File: src/rtl/glf_pkg.sv
package glf_pkg;
  localparam int DELAY_W  = 3;
  localparam int TAP_MULT = 3;
  localparam int THR_MAX  = ((1 << DELAY_W) - 1) * TAP_MULT;
  localparam int CNT_W    = $clog2(THR_MAX + 1);
  localparam int SEL_W    = 2;

  typedef enum logic [SEL_W-1:0] {
    TB_BASE  = 2'd0,
    TB_1US   = 2'd1,
    TB_10US  = 2'd2,
    TB_100US = 2'd3
  } tick_sel_e;
endpackage

File: src/rtl/glf_sync.sv
module glf_sync #(
  parameter int   STAGES = 2,
  parameter logic IDLE   = 1'b1
) (
  input  logic clk,
  input  logic rst_n,
  input  logic soft_rst,
  input  logic d,
  output logic q
);
  logic [STAGES-1:0] chain;

  always_ff @(posedge clk or negedge rst_n) begin
    if (!rst_n)        chain <= {STAGES{IDLE}};
    else if (soft_rst) chain <= {STAGES{IDLE}};
    else               chain <= {chain[STAGES-2:0], d};
  end

  assign q = chain[STAGES-1];
endmodule

File: src/rtl/glf_tick_gen.sv
module glf_tick_gen
  import glf_pkg::*;
#(
  parameter int BASE_DIV    = 3,
  parameter int CLKS_PER_US = 24,
  parameter int DECADES     = 2
) (
  input  logic             clk,
  input  logic             rst_n,
  input  logic             clr,
  input  logic [SEL_W-1:0] sel,
  output logic             tick
);
  localparam int BASE_W = $clog2(BASE_DIV);
  localparam int US_W   = $clog2(CLKS_PER_US);
  localparam int NTICK  = DECADES + 2;

  logic [BASE_W-1:0] base_cnt;
  logic [US_W-1:0]   us_cnt;
  logic [NTICK-1:0]  ticks;

  always_ff @(posedge clk or negedge rst_n) begin
    if (!rst_n)   base_cnt <= '0;
    else if (clr) base_cnt <= '0;
    else if (base_cnt == BASE_W'(BASE_DIV - 1)) base_cnt <= '0;
    else          base_cnt <= base_cnt + 1'b1;
  end

  always_ff @(posedge clk or negedge rst_n) begin
    if (!rst_n)   us_cnt <= '0;
    else if (clr) us_cnt <= '0;
    else if (us_cnt == US_W'(CLKS_PER_US - 1)) us_cnt <= '0;
    else          us_cnt <= us_cnt + 1'b1;
  end

  assign ticks[0] = (base_cnt == BASE_W'(BASE_DIV - 1));
  assign ticks[1] = (us_cnt == US_W'(CLKS_PER_US - 1));

  for (genvar g = 0; g < DECADES; g++) begin : g_decade
    logic [3:0] dcnt;
    always_ff @(posedge clk or negedge rst_n) begin
      if (!rst_n)   dcnt <= '0;
      else if (clr) dcnt <= '0;
      else if (ticks[g+1]) dcnt <= (dcnt == 4'd9) ? 4'd0 : dcnt + 4'd1;
    end
    assign ticks[g+2] = ticks[g+1] && (dcnt == 4'd9);
  end

  always_comb begin
    tick = 1'b0;
    for (int i = 0; i < NTICK; i++)
      if (int'(sel) == i) tick = ticks[i];
  end
endmodule

File: src/rtl/glf_stab.sv
module glf_stab
  import glf_pkg::*;
(
  input  logic               clk,
  input  logic               rst_n,
  input  logic               soft_rst,
  input  logic               enable,
  input  logic               tick,
  input  logic [DELAY_W-1:0] delay,
  input  logic               sync_in,
  output logic               line_out,
  output logic [CNT_W-1:0]   cnt
);
  logic [CNT_W-1:0] thr;
  assign thr = CNT_W'(delay) * CNT_W'(TAP_MULT);

  always_ff @(posedge clk or negedge rst_n) begin
    if (!rst_n) begin
      line_out <= 1'b1;
      cnt      <= '0;
    end else if (soft_rst) begin
      line_out <= 1'b1;
      cnt      <= '0;
    end else if (!enable) begin
      cnt <= '0;
    end else if (delay == '0) begin
      line_out <= sync_in;
      cnt      <= '0;
    end else if (sync_in == line_out) begin
      cnt <= '0;
    end else if (tick) begin
      if (cnt >= thr) begin
        line_out <= sync_in;
        cnt      <= '0;
      end else begin
        cnt <= cnt + 1'b1;
      end
    end
  end
endmodule

File: src/rtl/glf_line_filter.sv
module glf_line_filter
  import glf_pkg::*;
#(
  parameter int BASE_DIV    = 3,
  parameter int CLKS_PER_US = 24
) (
  input  logic               clk,
  input  logic               rst_n,
  input  logic               soft_rst,
  input  logic               enable,
  input  logic [SEL_W-1:0]   tick_sel,
  input  logic [DELAY_W-1:0] delay,
  input  logic               line_in,
  output logic               line_out
);
  logic             sync_q;
  logic             tick;
  logic [CNT_W-1:0] stab_cnt;

  glf_sync #(.STAGES(2), .IDLE(1'b1)) u_sync (
    .clk(clk), .rst_n(rst_n), .soft_rst(soft_rst), .d(line_in), .q(sync_q)
  );

  glf_tick_gen #(
    .BASE_DIV(BASE_DIV), .CLKS_PER_US(CLKS_PER_US), .DECADES(2)
  ) u_tick (
    .clk(clk), .rst_n(rst_n), .clr(soft_rst || !enable),
    .sel(tick_sel), .tick(tick)
  );

  glf_stab u_stab (
    .clk(clk), .rst_n(rst_n), .soft_rst(soft_rst), .enable(enable),
    .tick(tick), .delay(delay), .sync_in(sync_q),
    .line_out(line_out), .cnt(stab_cnt)
  );
endmodule

File: config.mk
export PLATFORM = sky130hd
export DESIGN_NAME = glf_line_filter
export DESIGN_NICKNAME = d
export VERILOG_FILES = /design/src/rtl/glf_pkg.sv /design/src/rtl/glf_sync.sv /design/src/rtl/glf_tick_gen.sv /design/src/rtl/glf_stab.sv /design/src/rtl/glf_line_filter.sv
export SDC_FILE = /design/constraint.sdc
export NUM_CORES = 1
export LEC_CHECK = 0
export ABC_AREA = 1
export BUFFER_PORTS_ARGS = -buffer_cell sky130_fd_sc_hd__buf_2
export CORE_AREA = 2 2 73 75
export CTS_BUF_LIST = sky130_fd_sc_hd__clkbuf_4
export CTS_CLUSTER_SIZE = 12
export DETAILED_ROUTE_END_ITERATION = 10
export DIE_AREA = 0 0 75 77
export SYNTH_ARGS = -nofsm -noshare
export SYNTH_HDL_FRONTEND = slang
export SYNTH_SLANG_ARGS = --single-unit
File: constraint.sdc
create_clock -name clk -period 2 [get_ports clk]
set_input_delay 0.1 -clock clk [delete_from_list [all_inputs] [get_ports clk]]
set_output_delay 0.1 -clock clk [all_outputs]
set_load 0.05 [all_outputs]
==> flow_metrics.env <==
export IMPL_grt_start_max_net_pins=24
export IMPL_cts_reportedPaths_clkPinSlew_ps=130
export IMPL_core_area_sq_um=4980
export IMPL_gp_congestion=0.833
export IMPL_antennaDiodeCount=0
export IMPL_syn_instance_count=165
export IMPL_ios=11
export IMPL_dpl_cell_count=248
export IMPL_finalNetCount=210
export IMPL_rows=26
export IMPL_route_detailed_drc=0
export IMPL_vdd_drop_max_uv=272
export IMPL_period_share_pct=88.0
export IMPL_initialDrtViolationCount=33
export IMPL_yosysWarnings=0
export IMPL_grt_first_pass_wirelength_mm=4.49
export IMPL_wl_mm=2.37
export IMPL_cp_max_fo=4
export IMPL_swShare_pct=27.2
export IMPL_syn_nets=190
export IMPL_path_cells="buf_2, ha_1, fa_1, xnor2_1, ha_1, nand2_1, inv_1, a21oi_1, nand3_1, nand3_1, nand2_1, nand2_1, nand2_1, nand2_1"
export IMPL_drive_above_1_share_pct=20.1
export IMPL_finalSetupViolCount=0
export IMPL_fin_total_pwr_mw=0.853
export IMPL_htreeDepth=1
export IMPL_routed_via_density=4.20
export IMPL_worst_slack_ps=241
export IMPL_cp_arrival_ps=2030
export IMPL_cts_path_max_buffers=2
export IMPL_p_sw_mw=0.232
export IMPL_cts_resized=0
export IMPL_relSlewSlack_pct=65.0
export IMPL_ys_seq_area_share_pct=39.9
export IMPL_slew_violations=0
export IMPL_slowest_stage="fa_1"
export IMPL_clock_sinks=23
export IMPL_clk_latency_ps=310
export IMPL_criticalPathCategory="in -> reg"
export IMPL_cts_root_buffer="clkbuf_4"
export IMPL_startpoint_type="primary input"
export IMPL_final_setup_skew_ps=11.1
export IMPL_numCtsBuffers=3
export IMPL_min_period_ps=1760
export IMPL_hold_path_class="in -> reg"
export IMPL_fmax_mhz=568
export IMPL_rsz0062_at_grt="no"
export IMPL_outcome="completed"
export IMPL_dp_slack_ps=-97.3
export IMPL_grt_ovfl_total=0
export IMPL_finalHoldViolations=0
export IMPL_setup_worst_path_end_class="flip-flop"
export IMPL_worst_slew_pin_slew_ps=524
export IMPL_tns_ps=0
export IMPL_syn_cell_area_sq_um=1450
export IMPL_final_cell_mix="inv_1, nand2_1, dfrtp_1"
export IMPL_required_ps=2270
export IMPL_wl_per_cell_microns=9.31
export IMPL_power_frac_comb_pct=15.3
export IMPL_fillerInstances=531
export IMPL_final_common_cell="inv_1"
export IMPL_grtUsageTotal_pct=9.65
export IMPL_synthDistinctLibCells=28
export IMPL_syn_to_final_growth_pct=14.5
export IMPL_die_w_microns=75
export IMPL_grt_pass1_vias=1054
export IMPL_cts_tree="built"
export IMPL_dr_total_vias=1068
export IMPL_drt_pass1_iter_count=4
export IMPL_pwr_share_clk_pct=27.2
export IMPL_regArea_sq_um=579
export IMPL_cap_viol_max_count=0
export IMPL_path_common_cell="nand2_1"
export IMPL_multiInputGateArea_sq_um=756
export IMPL_ant_nets=0
export IMPL_dieArea_sq_um=5780
export IMPL_power_internal_mw=0.621
export IMPL_p_per_area_nw_per_um2=513
export IMPL_leakage_nw=0.792
export IMPL_port_buffers=10
export IMPL_final_util_pct=33.4
export IMPL_fp_dieH_microns=77
export IMPL_dp_hpwl_mm=1.88
export IMPL_ys_ff_latch=23
export IMPL_final_cells=254
export IMPL_seqPwrFrac_pct=57.5
export IMPL_antenna_found_initial=0
export IMPL_floorplan_initialDensity_pct=29.2
export IMPL_syn_area_per_cell_sq_um=8.80
export IMPL_slowest_delay_ps=370
repair_timing:
| action | 4_1_cts | 5_1_grt |
|---|---|---|
| endpoints found under the hold margin | 21 | 0 |
| hold buffers | 2 | 0 |
| setup buffers | 0 | 0 |
cells by family (layout without fill, tap and decap cells):
kind of cell	count (synthesis)	after routing	share of synthesized area, %
adder cells (fa/ha/maj)	15	15	13.4
AO/OA/AOI/OAI	23	23	8.97
buffers and inverters	31	50	8.02
XOR/XNOR	7	7	4.22
flip-flops	23	23	39.9
AND/OR/NAND/NOR	66	66	25.4
path summary, 6_finish.rpt:
kind / slack, ps / cells after the start / from / to
max: 240 / 14 / delay[1] / u_stab.line_out
min: 40 / 2 / soft_rst / u_sync.chain[0]
max reg2reg: 370 / 10 / u_stab.cnt[3] / u_stab.line_out
min reg2reg: 450 / 1 / u_tick.base_cnt[0] / u_tick.base_cnt[0]
max in group asynchronous: 1370 / 2 / rst_n / u_sync.chain[1]
min in group asynchronous: 270 / 2 / rst_n / u_stab.cnt[2]
metal layers:
metal	global-route usage, %	up-vias	part of all wire [%]
met5	0	-	0
met4	1.07	0	0.34
met3	2.76	2	2.7
met2	14.6	11	45
met1	14.0	483	52
li1	-	572	-
Yosys cell counts (all sizes together):
cell   instances  share of area (%)
a21oi          8                2.8
dfrtp         20                 34
dfstp          3                5.4
fa             1                1.4
ha            14                 12
inv           31                8.0
nand2         25                8.0
nand3         14                5.2
nand4          5                3.2
nor2          12                4.3
nor3           5                2.5
nor3b          1               0.52
o21a           1               0.52
o21ai         10                3.4
o22ai          2               0.86
o31ai          2                1.4
or2            4                1.7
xnor2          2                1.2
xor2           5                3.0
state kept, by name, indices dropped and copies added (netlist names):
signal                flops
u_tick.base_cnt           2
u_stab.cnt                5
u_tick.us_cnt             5
u_sync.chain              2
u_tick.g_decade.dcnt      8
u_stab.line_out           1
final cells by class:
| type | instances | area share [%] |
|---|---|---|
| well taps | 70 | 5.27 |
| multi-input cells | 111 | 45.5 |
| repair buffers | 15 | 5.57 |
| flip-flops and latches | 23 | 34.9 |
| inverters | 31 | 7.00 |
| clock buffers | 4 | 1.81 |
critical path: cells and delay by family:
family,cells,cell delay (ps)
fa+ha+maj,3,820
simple gates,7,640
buf+inv,2,170
compound gates,1,130
xor+xnor,1,180
power by group through the flow:
stage | combinational [mW] | clock, mW | sequential [mW]
2_1_floorplan | 0.0755 | 0 | 0.507
3_3_place_gp | 0.128 | 0 | 0.499
3_5_place_dp | 0.130 | 0 | 0.499
4_1_cts | 0.133 | 0.244 | 0.490
5_1_grt | 0.153 | 0.266 | 0.493
6_report | 0.130 | 0.232 | 0.490
stage by stage:
stage          cell area (sq um)  hold slack, ps
6_report                    1660            40.0
5_1_grt                     1660            52.2
4_1_cts                     1660            33.9
3_5_place_dp                1610             110
3_3_place_gp                1610             113
2_1_floorplan               1450            -196
No activity file was read; power rests on OpenSTA's default activity.
